File: src/rtl/rps_pkg.sv
package rps_pkg;
    localparam int PAGE_W = 2;

    typedef logic [PAGE_W-1:0] page_t;

    typedef struct packed {
        logic  hit;
        logic  set;
        page_t mask;
    } sw_cmd_t;

    typedef struct packed {
        page_t page;
    } page_state_t;
endpackage

File: src/rtl/rps_decode.sv
module rps_decode
    import rps_pkg::*;
#(
    parameter int                ADDR_W  = 16,
    parameter logic [ADDR_W-1:0] IO_BASE = 16'hC000,
    parameter int                SW_OFF  = 'h58
) (
    input  logic [ADDR_W-1:0] addr,
    input  logic              rd,
    input  logic              wr,
    output sw_cmd_t           cmd,
    output logic              rd_ack
);
    localparam int NSW   = 2 * PAGE_W;
    localparam int IDX_W = $clog2(NSW);

    logic       in_io;
    logic [7:0] idx8;
    logic       in_range;

    always_comb begin
        in_io    = (addr[ADDR_W-1:8] == IO_BASE[ADDR_W-1:8]);
        idx8     = addr[7:0] - 8'(SW_OFF);
        in_range = in_io && (idx8 < 8'(NSW));
        cmd.hit  = in_range && (rd || wr);
        cmd.set  = idx8[0];
        for (int b = 0; b < PAGE_W; b++) begin
            cmd.mask[b] = (int'(idx8[IDX_W-1:1]) == b);
        end
        rd_ack = in_range && rd;
    end
endmodule

File: src/rtl/rps_pagereg.sv
module rps_pagereg
    import rps_pkg::*;
(
    input  logic    clk,
    input  logic    rst_n,
    input  sw_cmd_t cmd,
    output page_t   page
);
    page_state_t state_d, state_q;

    always_comb begin
        state_d = state_q;
        if (cmd.hit) begin
            if (cmd.set) state_d.page = state_q.page | cmd.mask;
            else         state_d.page = state_q.page & ~cmd.mask;
        end
    end

    always_ff @(posedge clk or negedge rst_n) begin
        if (!rst_n) state_q <= '0;
        else        state_q <= state_d;
    end

    assign page = state_q.page;
endmodule

File: src/rtl/rps_map.sv
module rps_map
    import rps_pkg::*;
#(
    parameter int                ADDR_W   = 16,
    parameter logic [ADDR_W-1:0] WIN_BASE = 16'hD000,
    parameter int                CHIPS    = 6,
    parameter int                WIN_AW   = 11,
    parameter logic [CHIPS-1:0]  CHIP_BIG = 6'b110010,
    parameter int                ROM_AW   = 16,
    parameter int                CHIP_AW  = 13
) (
    input  logic [ADDR_W-1:0]  addr,
    input  page_t              page,
    output logic               valid,
    output logic [ROM_AW-1:0]  rom_addr,
    output logic [CHIPS-1:0]   chip_sel,
    output logic [CHIP_AW-1:0] chip_addr
);
    localparam int SLICE_W    = $clog2(CHIPS);
    localparam int BANK_BYTES = CHIPS << WIN_AW;

    logic [ADDR_W-1:0]  off;
    logic [SLICE_W-1:0] slice;
    page_t              win_a [CHIPS];
    page_t              sel_win;

    assign off   = addr - WIN_BASE;
    assign valid = (addr >= WIN_BASE);
    assign slice = off[WIN_AW +: SLICE_W];

    for (genvar k = 0; k < CHIPS; k++) begin : g_chip
        if (CHIP_BIG[k]) begin : g_big
            assign win_a[k] = page;
        end else begin : g_small
            assign win_a[k] = PAGE_W'(page[0]);
        end
    end

    always_comb begin
        sel_win  = '0;
        chip_sel = '0;
        for (int k = 0; k < CHIPS; k++) begin
            if (slice == SLICE_W'(k)) begin
                sel_win     = win_a[k];
                chip_sel[k] = valid;
            end
        end
        if (valid) begin
            rom_addr  = ROM_AW'(page) * ROM_AW'(BANK_BYTES) + ROM_AW'(off);
            chip_addr = {sel_win, off[WIN_AW-1:0]};
        end else begin
            rom_addr  = '0;
            chip_addr = '0;
        end
    end
endmodule

File: src/rtl/rom_page_sel.sv
module rom_page_sel
    import rps_pkg::*;
#(
    parameter int                ADDR_W   = 16,
    parameter int                DATA_W   = 8,
    parameter logic [ADDR_W-1:0] IO_BASE  = 16'hC000,
    parameter int                SW_OFF   = 'h58,
    parameter logic [ADDR_W-1:0] WIN_BASE = 16'hD000,
    parameter int                CHIPS    = 6,
    parameter int                WIN_AW   = 11,
    parameter logic [CHIPS-1:0]  CHIP_BIG = 6'b110010,
    localparam int               ROM_AW   = $clog2((CHIPS << WIN_AW) << PAGE_W),
    localparam int               CHIP_AW  = WIN_AW + PAGE_W
) (
    input  logic               clk,
    input  logic               rst_n,
    input  logic [ADDR_W-1:0]  cpu_addr,
    input  logic               cpu_rd,
    input  logic               cpu_wr,
    output logic               sel_ack,
    output logic [DATA_W-1:0]  sel_rdata,
    output logic [PAGE_W-1:0]  page,
    output logic               rom_valid,
    output logic [ROM_AW-1:0]  rom_addr,
    output logic [CHIPS-1:0]   chip_sel,
    output logic [CHIP_AW-1:0] chip_addr
);
    sw_cmd_t cmd;

    rps_decode #(
        .ADDR_W (ADDR_W),
        .IO_BASE(IO_BASE),
        .SW_OFF (SW_OFF)
    ) u_decode (
        .addr  (cpu_addr),
        .rd    (cpu_rd),
        .wr    (cpu_wr),
        .cmd   (cmd),
        .rd_ack(sel_ack)
    );

    rps_pagereg u_pagereg (
        .clk  (clk),
        .rst_n(rst_n),
        .cmd  (cmd),
        .page (page)
    );

    rps_map #(
        .ADDR_W  (ADDR_W),
        .WIN_BASE(WIN_BASE),
        .CHIPS   (CHIPS),
        .WIN_AW  (WIN_AW),
        .CHIP_BIG(CHIP_BIG),
        .ROM_AW  (ROM_AW),
        .CHIP_AW (CHIP_AW)
    ) u_map (
        .addr     (cpu_addr),
        .page     (page),
        .valid    (rom_valid),
        .rom_addr (rom_addr),
        .chip_sel (chip_sel),
        .chip_addr(chip_addr)
    );

    assign sel_rdata = '0;
endmodule

File: config.mk
export PLATFORM = sky130hd
export DESIGN_NAME = rom_page_sel
export DESIGN_NICKNAME = d
export VERILOG_FILES = /design/src/rtl/rps_pkg.sv /design/src/rtl/rps_decode.sv /design/src/rtl/rps_pagereg.sv /design/src/rtl/rps_map.sv /design/src/rtl/rom_page_sel.sv
export SDC_FILE = /design/constraint.sdc
export NUM_CORES = 1
export LEC_CHECK = 0
export ABC_AREA = 0
export BUFFER_PORTS_ARGS = -buffer_cell sky130_fd_sc_hd__buf_4
export CAP_MARGIN = 20
export CORE_MARGIN = 1
export CORE_UTILIZATION = 34
export CTS_CLUSTER_DIAMETER = 60
export DETAILED_ROUTE_END_ITERATION = 10
export PLACE_DENSITY_LB_ADDON = 0.25
export SYNTH_ARGS = -nofsm -noshare
export SYNTH_HDL_FRONTEND = slang
export SYNTH_SLANG_ARGS = --single-unit
File: constraint.sdc
create_clock -name clk -period 1.6 [get_ports clk]
set_input_delay 0.08 -clock clk [delete_from_list [all_inputs] [get_ports clk]]
set_output_delay 0.08 -clock clk [all_outputs]
set_load 0.005 [all_outputs]
==> impl_metrics.yaml <==
place:
  place_congestion: 0.745
  portBuffers: 58
  hpwl_microns: 1620
  placed_area_sq_um: 1230
final_layout:
  fin_util_pct: 59.3
  drive_gt1_share_pct: 55.8
  final_cell_area_sq_um: 1300
  seq_area_sq_um: 50.0
  fillCellCount: 195
  diodes: 0
  nNetsFinal: 187
  multiInputGateArea_sq_um: 616
  area_growth_pct: 64.9
power_and_ir_drop:
  power.density_nw_per_um2: 290
  ir_drop_v: 0.000339
  p_leak_uw: 0.000737
  total_power_uw: 377
clocking:
  cts.sinks: 2
  numCtsBuffers: 3
  clk_path_buf_depth: 2
  clkTransAtPathRegs_ns: 0.03
  h-tree-depth: 1
  clock_latency_ns: 0.23
  cts_tree: "yes"
  cts-root-buf: "clkbuf_4"
setup_path:
  path_delay_family: "adder cells"
  end_kind: "primary output"
  required_ns: 1.52
  crit_chain: "ha_1, inv_2, ha_4, a21o_1, a21oi_2, xnor2_1, and2_1, buf_4"
  cp_num_buf_inv: 2
  arrival_ns: 1.81
  endpoint: "rom_addr[15]"
  cp.depth: 8
  start_kind: "flop"
  rr_worst_depth: 2
  cp_max_fo: 2
  criticalPathCategory: "reg2out"
  crit_slowest_cell: "dfrtp_1"
  slowest_delay_ns: 0.37
  r2r_slack_ns: 0.67
route:
  vias: 825
  vias_per_cell: 4.48
  drt_iter0_markers: 2
  routed_wl_microns: 1960
  dr.pass1.iters: 4
  drc_errors: 0
  wl_per_cell_microns: 10.7
  ant_nets: 0
sta:
  hold_ws_ns: 0.103
  period_share_pct: 118
  setup_viol: 3
  fmax_ghz: 0.530
  hold_viol: 0
  fin_skew_ns: 0
  drv_slew: 0
  fin_ws_ns: -0.288
  post-route-min-period_ns: 1.89
  rsz0062_at_grt: "yes"
global_route:
  grt-ovfl-total: 0
  grt_usage_pct: 15.1
  grt_pass1_wl_microns: 2970
  grt_max_degree: 13
  grt_pass1_vias: 739
  antenna_found_initial: 0
synth:
  ys_seq_elements: 2
  netlist_instances: 94
  syn_avg_cell_area_sq_um: 8.39
  async_flop_share_pct: 100
  synth.area.top_cells: "buf_4, and2_1, ha_1"
  synth_top_area_share_pct: 19.0
  ys_seq_area_share_pct: 6.35
  synth-edff-count: 0
  ys_types: 34
  yosysMostFrequentCell: "buf_4"
  syn_area_sq_um: 788
  ys_warn_count: 0
  ys.flop_type: "dfrtp_1"
  synthTopCellsByCount: "buf_4, and2_1, ha_1"
  synth_top_cell_by_area: "buf_4"
floorplanning:
  fp-row-count: 17
  die-area_sq_um: 2520
  core_area_sq_um: 2190
  start_util_pct: 36.0
  die_w_microns: 50.2
  io_pins: 67
  die_y_microns: 50.2
flow_run:
  drv_cap: 0
min_path:
  hp-class: "in2reg"
run_status:
  violations: "negative setup slack"
  status: "finished, violations left"
[per-layer routing]
layer / track usage, % / part of all wire (%) / vias to the layer above
met5: 0 / 0 / -
met4: 5.71 / 0 / 0
met3: 1.52 / 7.1 / 0
met2: 27.3 / 50 / 36
met1: 17.9 / 43 / 369
li1: - / - / 420
[layout by cell type (no fill, tap or decap), types with 3 or more instances in the layout]
cell type,n
xnor2_1,3
and4_1,3
clkbuf_4,3
inv_1,6
ha_1,6
and2_1,16
conb_1,8
buf_4,72
[cell families after synthesis]
family / share of synthesized area, %
AOI/OAI and AO/OA: 9.05
xor gates and xnor gates: 5.56
adders and majority gates: 15.2
buffers and inverters: 23.8
DFF: 6.35
muxes: 2.86
other: 0.476
and+or+nand+nor: 36.7
[area by class of cell]
cell class | instances | share of cell area, %
inverters | 7 | 2.02
clock buffers | 3 | 1.73
flip-flops and latches | 2 | 3.85
repair buffers | 73 | 42.3
multi-input cells | 71 | 47.4
well taps | 28 | 2.69
[how the worst min path moves through the flow]
stage               slack [ns]  cells after the start   endpoint         from
floorplan                -0.22                      0  async pin        rst_n
global placement         -0.14                      1  async pin        rst_n
detailed placement       -0.13                      1  async pin        rst_n
CTS                        0.1                      2       flop  cpu_addr[0]
global route              0.12                      2       flop  cpu_addr[0]
finish                    0.10                      2       flop  cpu_addr[0]
[what timing repair did]
| action | CTS | global route |
|---|---|---|
| setup endpoints to repair | 3 | 29 |
| pin swaps | 8 | 4 |
| hold endpoints to repair | 2 | 0 |
| gates resized for setup | 3 | 2 |
| setup buffers | 1 | 1 |
| hold buffers | 1 | 0 |
[stage by stage]
step	worst slack, ns	cells	TNS, ns
detailed placement	-0.0977	178	-0.161
CTS	-0.313	183	-0.859
floorplan	-0.0214	101	-0.0214
global placement	-0.0568	178	-0.0795
global route	-0.363	184	-1.02
finish	-0.288	184	-0.821
[report_power, final]
| part | switching (uW) | total [uW] | internal (uW) |
|---|---|---|---|
| Sequential | 0.0312 | 51.1 | 51.0 |
| Combinational | 93.5 | 212 | 118 |
| Clock | 31.1 | 114 | 82.9 |
| Total | 125 | 377 | 252 |
Note: power is estimated with default switching activity, not from simulation.
